--- config.mk ---
export PLATFORM = sky130hd
export DESIGN_NAME = vtab_engine
export DESIGN_NICKNAME = d
export VERILOG_FILES = /design/src/rtl/vtab_pkg.sv /design/src/rtl/vtab_store.sv /design/src/rtl/vtab_ctrl.sv /design/src/rtl/vtab_engine.sv
export SDC_FILE = /design/constraint.sdc
export NUM_CORES = 1
export LEC_CHECK = 0
export BUFFER_PORTS_ARGS = -buffer_cell sky130_fd_sc_hd__buf_4
export CAP_MARGIN = 25
export CORE_ASPECT_RATIO = 0.7
export CORE_UTILIZATION = 60
export CTS_CLUSTER_SIZE = 28
export DETAILED_ROUTE_END_ITERATION = 8
export HOLD_SLACK_MARGIN = 0.15
export PLACE_DENSITY_LB_ADDON = 0.08
export SLEW_MARGIN = 20
export SYNTH_ARGS = -nofsm -noshare
export SYNTH_HDL_FRONTEND = slang
export SYNTH_SLANG_ARGS = --single-unit
--- constraint.sdc ---
create_clock -name clk -period 6.6 [get_ports clk]
set_clock_uncertainty 0.2 [all_clocks]
set_input_delay 1.32 -clock clk [delete_from_list [all_inputs] [get_ports clk]]
set_output_delay 1.32 -clock clk [all_outputs]
set_load 0.02 [all_outputs]
--- src/rtl/vtab_pkg.sv ---
package vtab_pkg;
  localparam int VID_W  = 12;
  localparam int MASK_W = 10;
  localparam int PORT_W = 4;

  typedef enum logic [2:0] {
    OP_IDLE  = 3'd0,
    OP_CLEAR = 3'd1,
    OP_INSERT = 3'd2,
    OP_DELETE = 3'd3,
    OP_STRIP = 3'd4
  } vtabOp_e;

  typedef struct packed {
    logic valid;
    logic [VID_W-1:0] vid;
    logic [MASK_W-1:0] mask;
  } vtabEntry_t;

  typedef struct packed {
    logic doInsert;
    logic doDelete;
    logic doStrip;
    logic doClear;
  } vtabStrb_t;
endpackage

--- src/rtl/vtab_store.sv ---
module vtab_store
  import vtab_pkg::*;
#(
  parameter int DEPTH = 16,
  localparam int IDX_W = (DEPTH > 1) ? $clog2(DEPTH) : 1
) (
  input  logic clk,
  input  logic rstN,
  input  vtabStrb_t strb,
  input  logic [IDX_W-1:0] clrIdx,
  input  logic [VID_W-1:0] opVid,
  input  logic [PORT_W-1:0] opPort,
  input  logic [MASK_W-1:0] opMask,
  input  logic [VID_W-1:0] lkVid,
  output logic lkHit,
  output logic [MASK_W-1:0] lkMask,
  output logic noRoom
);
  vtabEntry_t entArr [DEPTH];

  logic matchAny, freeAny;
  logic [IDX_W-1:0] matchIdx, freeIdx;
  logic [MASK_W-1:0] keepMask;

  // Lowest-index match and lowest-index free slot for the command VLAN ID.
  always_comb begin
    matchAny = 1'b0;
    freeAny  = 1'b0;
    matchIdx = '0;
    freeIdx  = '0;
    for (int i = DEPTH - 1; i >= 0; i--) begin
      if (entArr[i].valid && entArr[i].vid == opVid) begin
        matchAny = 1'b1;
        matchIdx = IDX_W'(i);
      end
      if (!entArr[i].valid) begin
        freeAny = 1'b1;
        freeIdx = IDX_W'(i);
      end
    end
  end

  assign noRoom   = !matchAny && !freeAny;
  // A port number past the mask width shifts out and keeps every bit.
  assign keepMask = ~(MASK_W'(1) << opPort);

  always_comb begin
    lkHit  = 1'b0;
    lkMask = '0;
    for (int i = DEPTH - 1; i >= 0; i--) begin
      if (entArr[i].valid && entArr[i].vid == lkVid) begin
        lkHit  = 1'b1;
        lkMask = entArr[i].mask;
      end
    end
  end

  for (genvar g = 0; g < DEPTH; g++) begin : gEntry
    vtabEntry_t ent;
    logic insSel;
    assign insSel = strb.doInsert &&
                    (matchAny ? (matchIdx == IDX_W'(g)) : (freeAny && freeIdx == IDX_W'(g)));

    always_ff @(posedge clk or negedge rstN) begin
      if (!rstN) begin
        ent <= '0;
      end else if (strb.doClear && clrIdx == IDX_W'(g)) begin
        ent.valid <= 1'b0;
      end else if (insSel) begin
        ent.valid <= 1'b1;
        ent.vid   <= opVid;
        ent.mask  <= opMask;
      end else if (strb.doDelete && matchAny && matchIdx == IDX_W'(g)) begin
        ent.valid <= 1'b0;
      end else if (strb.doStrip) begin
        ent.mask <= ent.mask & keepMask;
      end
    end

    assign entArr[g] = ent;
  end
endmodule

--- src/rtl/vtab_ctrl.sv ---
module vtab_ctrl
  import vtab_pkg::*;
#(
  parameter int DEPTH = 16,
  localparam int IDX_W = (DEPTH > 1) ? $clog2(DEPTH) : 1
) (
  input  logic clk,
  input  logic rstN,
  input  logic cmdWr,
  input  logic [31:0] cmdData,
  input  logic noRoom,
  output logic busy,
  output logic [31:0] cmdRead,
  output vtabStrb_t strb,
  output logic [IDX_W-1:0] clrIdx,
  output logic [VID_W-1:0] opVid,
  output logic [PORT_W-1:0] opPort
);
  typedef enum logic [1:0] {ST_IDLE, ST_EXEC, ST_CLEAR} ctrlState_e;

  ctrlState_e state;
  vtabOp_e opReg;
  logic [2:0] prioReg;
  logic prioEnReg, fullReg;
  logic [IDX_W-1:0] idxReg;
  logic accept;

  assign busy   = (state != ST_IDLE);
  assign accept = cmdWr && !busy;
  assign clrIdx = idxReg;

  always_comb begin
    strb = '0;
    if (state == ST_EXEC) begin
      strb.doInsert = (opReg == OP_INSERT);
      strb.doDelete = (opReg == OP_DELETE);
      strb.doStrip  = (opReg == OP_STRIP);
    end
    if (state == ST_CLEAR) strb.doClear = 1'b1;
  end

  always_ff @(posedge clk or negedge rstN) begin
    if (!rstN) begin
      state     <= ST_IDLE;
      opReg     <= OP_IDLE;
      prioReg   <= '0;
      prioEnReg <= 1'b0;
      fullReg   <= 1'b0;
      idxReg    <= '0;
      opVid     <= '0;
      opPort    <= '0;
    end else begin
      case (state)
        ST_IDLE: if (accept) begin
          opReg     <= vtabOp_e'(cmdData[2:0]);
          opPort    <= cmdData[11:8];
          opVid     <= cmdData[27:16];
          prioReg   <= cmdData[30:28];
          prioEnReg <= cmdData[31];
          idxReg    <= '0;
          if (cmdData[3]) begin
            fullReg <= 1'b0;
            state   <= (cmdData[2:0] == 3'(OP_CLEAR)) ? ST_CLEAR : ST_EXEC;
          end
        end
        ST_EXEC: begin
          if (opReg == OP_INSERT && noRoom) fullReg <= 1'b1;
          state <= ST_IDLE;
        end
        ST_CLEAR: begin
          if (idxReg == IDX_W'(DEPTH - 1)) state <= ST_IDLE;
          else idxReg <= idxReg + 1'b1;
        end
        default: state <= ST_IDLE;
      endcase
    end
  end

  assign cmdRead = {prioEnReg, prioReg, opVid, 4'b0000, opPort, 3'b000, fullReg, busy, 3'(opReg)};
endmodule

--- src/rtl/vtab_engine.sv ---
module vtab_engine
  import vtab_pkg::*;
#(
  parameter int DEPTH = 16
) (
  input  logic clk,
  input  logic rstN,
  input  logic hostWr,
  input  logic hostAddr,
  input  logic [31:0] hostWrData,
  output logic [31:0] hostRdData,
  input  logic [11:0] lkVid,
  output logic lkHit,
  output logic [9:0] lkMask,
  output logic busy
);
  localparam int IDX_W = (DEPTH > 1) ? $clog2(DEPTH) : 1;

  logic [MASK_W-1:0] stageMask;
  logic stageValid;
  logic [31:0] cmdRead;
  vtabStrb_t strb;
  logic [IDX_W-1:0] clrIdx;
  logic [VID_W-1:0] opVid;
  logic [PORT_W-1:0] opPort;
  logic noRoom;

  always_ff @(posedge clk or negedge rstN) begin
    if (!rstN) begin
      stageMask  <= '0;
      stageValid <= 1'b0;
    end else if (hostWr && hostAddr) begin
      stageMask  <= hostWrData[MASK_W-1:0];
      stageValid <= hostWrData[11];
    end
  end

  vtab_ctrl #(.DEPTH(DEPTH)) u_ctrl (
    .clk(clk), .rstN(rstN),
    .cmdWr(hostWr && !hostAddr), .cmdData(hostWrData), .noRoom(noRoom),
    .busy(busy), .cmdRead(cmdRead), .strb(strb), .clrIdx(clrIdx),
    .opVid(opVid), .opPort(opPort)
  );

  vtab_store #(.DEPTH(DEPTH)) u_store (
    .clk(clk), .rstN(rstN), .strb(strb), .clrIdx(clrIdx),
    .opVid(opVid), .opPort(opPort), .opMask(stageMask),
    .lkVid(lkVid), .lkHit(lkHit), .lkMask(lkMask), .noRoom(noRoom)
  );

  assign hostRdData = hostAddr ? {20'b0, stageValid, 1'b0, stageMask} : cmdRead;
endmodule

# Word-level counts from Yosys, hierarchy flattened
# Cells that the tools add are included.
# word_totals
in_bits,48
register_bits,409
word_cells,601
# op_classes
n_reduce_logical,181
n_shift,1
mux,223
n_addsub,1
n_eq_ne,104
bitwise_logic,33
# op_table
operator,n
10-bit 2-to-1 mux,64
12-bit equality test,32
10-bit bitwise AND,16
4-bit 2-to-1 mux,34
1-bit 2-to-1 mux,116
1-bit logical AND,102
4-bit equality test (second input constant),24
3-bit AND reduction,18
4-bit by 3-bit equality test with 1-bit output (second input constant),12
3-bit nonzero test,16
2-bit nonzero test,19
2-bit by 1-bit != test with 1-bit output (second input constant),17
2-bit AND reduction,17
32-bit 2-to-1 mux,1
4-bit by 2-bit equality test with 1-bit output (second input constant),6
1-bit NOT,16
4-bit by 1-bit equality test with 1-bit output (second input constant),3
4-bit zero test,3
10-bit NOT,1
1-bit by 4-bit left shift with 10-bit output (first input constant),1
2-bit 2-to-1 mux,4
2-bit != test (second input constant),4
4-bit case mux with 2 select lines,1
3-bit by 2-bit equality test with 1-bit output (second input constant),2
11 further kinds,14

# Depth between registers and ports, before layout
# Gate-level depths: netlist of run 1.
# logic_depth
ltp_word,23
ltp_mapped,14

# Hierarchy
# A second synthesis of run 1 with hierarchy kept.
# unflattened
cells_unflattened,2392
hier_area_um2,24360.9
# by_module_without_submodules
mod,seq_area_each_um2,cells_per_inst,n_inst,area_per_inst_um2
vtab_store,9208.8,2216,1,22084.9
vtab_ctrl,750.7,115,1,1524.0
vtab_engine,275.3,61,1,752.0

# Least setup slack after synthesis of run 1
# No wires, ideal clock.
# synth_path
path_type,input port to output port
startpoint,input lkVid[10]
endpoint,output lkMask[6]
arrival_ps,4290
path_buffers,3
setup_slack_ps,790
cell_stages,11
path_cell_list,clkbuf_1 > clkbuf_1 > xor2_1 > nor4_1 > nand3_1 > nor3_1 > clkbuf_1 > nand2_1 > o21ai_0 > a21oi_1 > o41ai_1
# synth_via
elab_chain_len,18
elab_cells_between_ends,48
# synth_lines
item,line,rtl
from (decl),vtab_engine.sv:12,"input logic [11:0] lkVid,"
12-bit equality test,vtab_store.sv:51,if (entArr[i].valid && entArr[i].vid == lkVid) begin
1-bit logical AND,vtab_store.sv:51,
10-bit 2-to-1 mux (15 in series),vtab_store.sv:51,
10-bit 2-to-1 mux *,vtab_store.sv:51,
to (decl),vtab_engine.sv:14,"output logic [9:0] lkMask,"
# Every way passes the cells marked *; elsewhere a longest branch is shown, timed or not.

# Worst setup path after layout of run 1
# layout_path
startpoint,input lkVid[1]
endpoint,output lkMask[7]
# The elaborated chain is that of the path after synthesis.

==> metrics, run 1 <==
core box area=37600 um2; Unique masters post-synth=78; overall via count from detail_route=18000; maximum net fanout on the critical path=16; post-synthesis cell area=23200 um2; pin count of the biggest net entering global routing=125; Initial Util=0.617; Critical Path End Type=primary output; # clock sinks=409; WL final=68900 um; clock tree from TritonCTS=built; predominant post-synthesis flop cell=dfrtp_1; Async S/R FF share, synth=1.00; number of hold buffers added after CTS=0; FMAX=0.160 GHz; launch point of the worst hold path=u_ctrl.prioReg[0]; RSZ-0062 raised after global routing=no; antenna violations before repair=0; Synth Area per Inst=10.1 um2; family with the most delay on the worst path=compound AO/OA/AOI/OAI gates; end of the critical path=lkMask[7]; number of post-CTS setup repair buffers=0; remaining antenna violation count after routing=0; power density relative to cell area=248 nW/um2; die extent in y=166 um; Die Width=237 um; data arrival time of the critical path=4.72 ns; number of warnings printed during yosys synthesis=0; #FFs+latches synth=409; status=finished clean; slew at the pin closest to its max-slew limit=1.14 ns; critical-path cell with the highest stage delay=o311ai_0; Clk pin slew, worst setup/hold paths=0.06 ns; capture instance of the worst register-to-register path=u_store.entArr[165]; leftover overflow at the end of global routing=0; initial drt markers=1990; path length in cells of the critical path=11; number of buffers created by CTS=42; combined buffer and inverter count along the critical path=3; most frequent cell on the critical path=buf_4; number of enable flip-flop cells after synthesis=0; sum of net half-perimeters after detailed placement=47100 um; cell chain of the critical path=buf_4, xnor2_1, nand4_1, nor3_1, buf_4, nor2_1, nand2_1, o311ai_0, a31oi_1, o32ai_1, buf_4; count of mapped cells out of synthesis=2286; Post-Route Setup TNS=0 ns; area after detailed placement=24100 um2; GR Util All Layers=0.357; flop2flop setup slack=1.57 ns; Worst Setup SP=lkVid[1]; number of global-route vias before repair=17800; Crit Path Class=input port to primary output; required time of the critical path=5.08 ns; leading cell type in the layout, fill and taps excluded=dfrtp_1; reg2reg start=u_ctrl.opVid[0]; count of buffers inserted at the top-level ports=83; Die Outline Area=39400 um2; Leak Pwr=10.9 nW; clock root buffer=clkbuf_16; Clock H-tree levels=2; slowest cell delay on critical path=0.64 ns; routed len/inst=24.5 um; TritonRoute pass-1 iters=6; Max Buffers Root-to-Sink=3; number of pins with negative max-slew slack in the final report=0; fraction of final layout cells sized beyond drive strength 1=0.195; vias per cell=6.39; worst min path class=flop to flop; fin nets=2350; portion of the post-synthesis area used by sequential elements=0.442; final count of hold timing violations=0; number of cell rows=59; MaxCap Viol Count=0; global placer's final weighted congestion=0.959; worst slew margin relative to its limit=0.230; antenna cell count=0; clock latency on the worst-skew pair=0.58 ns; top library cells by usage in the layout, fill and taps aside=dfrtp_1 (406), xnor2_1 (340), nand2_1 (243), mux2_2 (185), o21ai_0 (179); # DRC=0; Setup Viol. Count Final=0; crit path time final=6.24 ns; number of primary I/O pins=92; startpoint type of the worst setup path=input port; growth of design area from synthesis to finish=10.0%; wire length of the first global-routing pass=108000 um; fin crit share=0.945; post-cts sizing count=0; final design area excluding fillers=25500 um2; number of cell instances on the worst register-to-register path=11; Peak supply drop=269 uV
kinds of logic after synthesis:
kind of cell / synth area share
buffers and inverters: 0.0475
multiplexers: 0.122
AO/OA/AOI/OAI: 0.101
AND/OR/NAND/NOR: 0.140
adder cells (fa/ha/maj): 0.00216
XOR/XNOR: 0.145
flip-flops: 0.442
other: 0.000162
worst min path at each step:
stage	cells after the start	to
2_1_floorplan	1	u_ctrl.fullReg
3_3_place_gp	2	u_store.entArr[77]
3_5_place_dp	1	u_ctrl.prioReg[0]
4_1_cts	1	u_ctrl.prioReg[0]
5_1_grt	1	u_ctrl.prioReg[0]
6_report	1	u_ctrl.prioReg[0]
power by group:
group          internal [W]  switching, W
combinational      0.000467      0.000589
sequential          0.00262      0.000233
clock               0.00138       0.00105
sequential cells by signal (all words and copies together), names as in the netlist:
signal / flops
u_ctrl.fullReg: 1
u_ctrl.opVid: 12
u_ctrl.state: 2
stageMask: 10
u_ctrl.prioEnReg: 1
u_ctrl.prioReg: 3
u_ctrl.opPort: 4
u_ctrl.opReg: 3
u_ctrl.clrIdx: 4
u_store.entArr: 368
stageValid: 1
synthesized netlist by cell type (all sizes together), types with 7 or more instances:
| library cell | n | area [um2] |
|---|---|---|
| nor4 | 66 | 490 |
| or4 | 8 | 63.8 |
| or2 | 8 | 50.1 |
| a21o | 16 | 120 |
| o21bai | 7 | 52.6 |
| nor3 | 21 | 110 |
| nand4 | 63 | 400 |
| clkbuf | 102 | 383 |
| mux2 | 221 | 2520 |
| a221oi | 15 | 131 |
| xor2 | 45 | 394 |
| xnor2 | 340 | 2980 |
| dfrtp | 409 | 10200 |
| o31ai | 7 | 52.6 |
| mux2i | 31 | 310 |
| nand2b | 8 | 50.1 |
| nor2 | 33 | 124 |
| o31a | 9 | 78.8 |
| o21ai | 179 | 896 |
| buf | 75 | 546 |
| o22ai | 8 | 56.3 |
| a21oi | 82 | 422 |
| nand2 | 243 | 912 |
| inv | 45 | 169 |
| o211ai | 11 | 96.3 |
| nor2b | 33 | 206 |
| nand3 | 125 | 626 |
layer usage:
| metal | vias to the layer above | track usage | wire length (um) |
|---|---|---|---|
| li1 | 8000 | - | - |
| met1 | 9018 | 0.555 | 32000 |
| met2 | 861 | 0.497 | 28000 |
| met3 | 116 | 0.0835 | 7170 |
| met4 | 0 | 0.0929 | 1660 |
| met5 | - | 0 | 0 |
cell type report:
class | count | area (um2)
clock buffers | 58 | 1180
clock inverters | 15 | 196
inverters | 46 | 173
multi-input cells | 1657 | 11900
well taps | 488 | 611
repair buffers | 142 | 1200
fillers | 2896 | 12100
flip-flops and latches | 409 | 10200
per-stage QoR:
step / hold slack, ns / total power (W) / util / setup WS, ns / instances
detailed placement: 0.288 / 0.00393 / 0.642 / 0.500 / 2741
global route: 0.318 / 0.00656 / 0.679 / 0.198 / 2815
CTS: 0.301 / 0.00634 / 0.679 / 0.491 / 2814
floorplan: 0.246 / 0.00356 / - / 0.790 / 2289
finish: 0.299 / 0.00634 / 0.679 / 0.361 / 2815
global placement: 0.281 / 0.00391 / 0.641 / 0.467 / 2740
Note: power is estimated with default switching activity, not from simulation.
==> inputs of run 2 (changes only) <==
--- a/config.mk
+++ b/config.mk
@@ -6,7 +6,7 @@
 export NUM_CORES = 1
 export LEC_CHECK = 0
 export BUFFER_PORTS_ARGS = -buffer_cell sky130_fd_sc_hd__buf_4
-export CAP_MARGIN = 25
+export CAP_MARGIN = 20
 export CORE_ASPECT_RATIO = 0.7
 export CORE_UTILIZATION = 60
 export CTS_CLUSTER_SIZE = 28
==> constraint.sdc (replaced) <==
create_clock -name clk -period 6.6 [get_ports clk]
set_clock_uncertainty 0.2 [all_clocks]
set_input_delay 1.32 -clock clk [delete_from_list [all_inputs] [get_ports clk]]
set_output_delay 1.32 -clock clk [all_outputs]
set_load 0.005 [all_outputs]
==> metrics, run 2 (synthesis results as in run 1) <==
status=finished clean; Clock H-tree levels=2; Leak Pwr=11.0 nW; Max Buffers Root-to-Sink=3; vias per cell=6.39; slowest cell delay on critical path=0.67 ns; maximum net fanout on the critical path=12; sum of net half-perimeters after detailed placement=46700 um; fin nets=2354; Peak supply drop=257 uV; TritonRoute pass-1 iters=6; Setup Viol. Count Final=0; FMAX=0.164 GHz; number of post-CTS setup repair buffers=0; post-layout worst setup margin=0.519 ns; overall via count from detail_route=18000; number of hold buffers added after CTS=0; combined buffer and inverter count along the critical path=3; clock root buffer=clkbuf_16; # clock sinks=409; most frequent cell on the critical path=buf_4; data arrival time of the critical path=4.56 ns; setup slack at placement=0.623 ns; routed len/inst=24.2 um; leading cell type in the layout, fill and taps excluded=dfrtp_1; die extent in y=166 um; antenna cell count=0; slew at the pin closest to its max-slew limit=1.10 ns; Crit Path Class=input port to primary output; number of buffers created by CTS=42; Critical Path End Type=primary output; family with the most delay on the worst path=compound AO/OA/AOI/OAI gates; clock latency on the worst-skew pair=0.57 ns; power density relative to cell area=251 nW/um2; antenna violations before repair=0; final count of hold timing violations=0; worst slew margin relative to its limit=0.267; Filler cells=2944; GR Util All Layers=0.351; wire length of the first global-routing pass=105000 um; cell chain of the critical path=buf_4, buf_4, xor2_1, nor4_1, nand3_1, nor3_1, a21oi_1, o21ai_0, a31oi_1, o32ai_1, buf_4; sequential standard cell area=10200 um2; Die Outline Area=39400 um2; area used by multi-input combinational logic=11900 um2; critical-path cell with the highest stage delay=nor3_1; Initial Util=0.617; pin count of the biggest net entering global routing=149; worst min path class=flop to flop; Final Instance Count excl. Fillers=2824; top library cells by usage in the layout, fill and taps aside=dfrtp_1 (406), xnor2_1 (340), nand2_1 (243), mux2_2 (185), o21ai_0 (179); fraction of final layout cells sized beyond drive strength 1=0.201; number of primary I/O pins=92; path length in cells of the critical path=11; crit path time final=6.08 ns; Die Width=237 um; RSZ-0062 raised after global routing=no; Hold Crit Depth=1; number of cell rows=59; flip-flop count of the largest register, all copies and words added=368; core box area=37600 um2; post-cts sizing count=0; Finished Core Util=0.681; Clk pin slew, worst setup/hold paths=0.06 ns; required time of the critical path=5.08 ns; clock tree from TritonCTS=built; Min Hold Slack=0.300 ns; growth of design area from synthesis to finish=10.4%; WL final=68300 um; number of pins with negative max-slew slack in the final report=0; Post-Route Setup TNS=0 ns; remaining antenna violation count after routing=0; leftover overflow at the end of global routing=0; initial drt markers=2192; number of global-route vias before repair=17000; MaxCap Viol Count=0; global placer's final weighted congestion=0.955; Placed Instances=2745; fin crit share=0.921; # DRC=0; startpoint type of the worst setup path=input port; number of cell instances on the worst register-to-register path=11; count of buffers inserted at the top-level ports=83
-- run 2: cell types whose count changed in the layout (fill, tap and decap cells not counted), sizes merged --
cell / before / now
buf: 142 / 146
clkinvlp: 2 / 3
clkbuf: 58 / 52
bufinv: 3 / 6
clkinv: 9 / 16
-- run 2: routing by layer --
layer  vias up  GRT usage  wire length [um]
met5         -          0                 0
li1       8016          -                 -
met3       102     0.0666              6640
met1      9025      0.561             32300
met2       900      0.488             27900
met4         0     0.0810              1520
-- run 2: report_power, final --
part,internal (W),switching [W],leakage [nW]
combinational,0.000459,0.000571,4.62
sequential,0.00262,0.000219,5.62
clock,0.00148,0.00106,0.722
total,0.00456,0.00185,11.0
-- run 2: area by class of cell --
cell class / count / area share
clock inverter: 26 / 0.0121
multi-input combinational: 1657 / 0.466
clock buffer: 52 / 0.0449
inverter: 46 / 0.00675
sequential: 409 / 0.400
timing repair buffer: 146 / 0.0467
tap: 488 / 0.0239
-- run 2: worst paths after layout --
path	slack, ns	start	end
setup / recovery	0.52	lkVid[10]	lkMask[7]
hold / removal	0.30	u_ctrl.prioReg[0]	u_ctrl.prioReg[0]
setup reg to reg	1.56	u_ctrl.opVid[0]	u_store.entArr[164]
hold reg to reg	0.30	u_ctrl.prioReg[0]	u_ctrl.prioReg[0]
max in group asynchronous	4.45	rstN	stageMask[4]
min in group asynchronous	0.49	rstN	u_store.entArr[245]
-- run 2: metrics by stage --
step | instance area [um2] | total power, W
global route | 25600 | 0.00664
global placement | 24100 | 0.00387
floorplan | 23200 | 0.00353
CTS | 25600 | 0.00643
finish | 25600 | 0.00641
detailed placement | 24100 | 0.00389
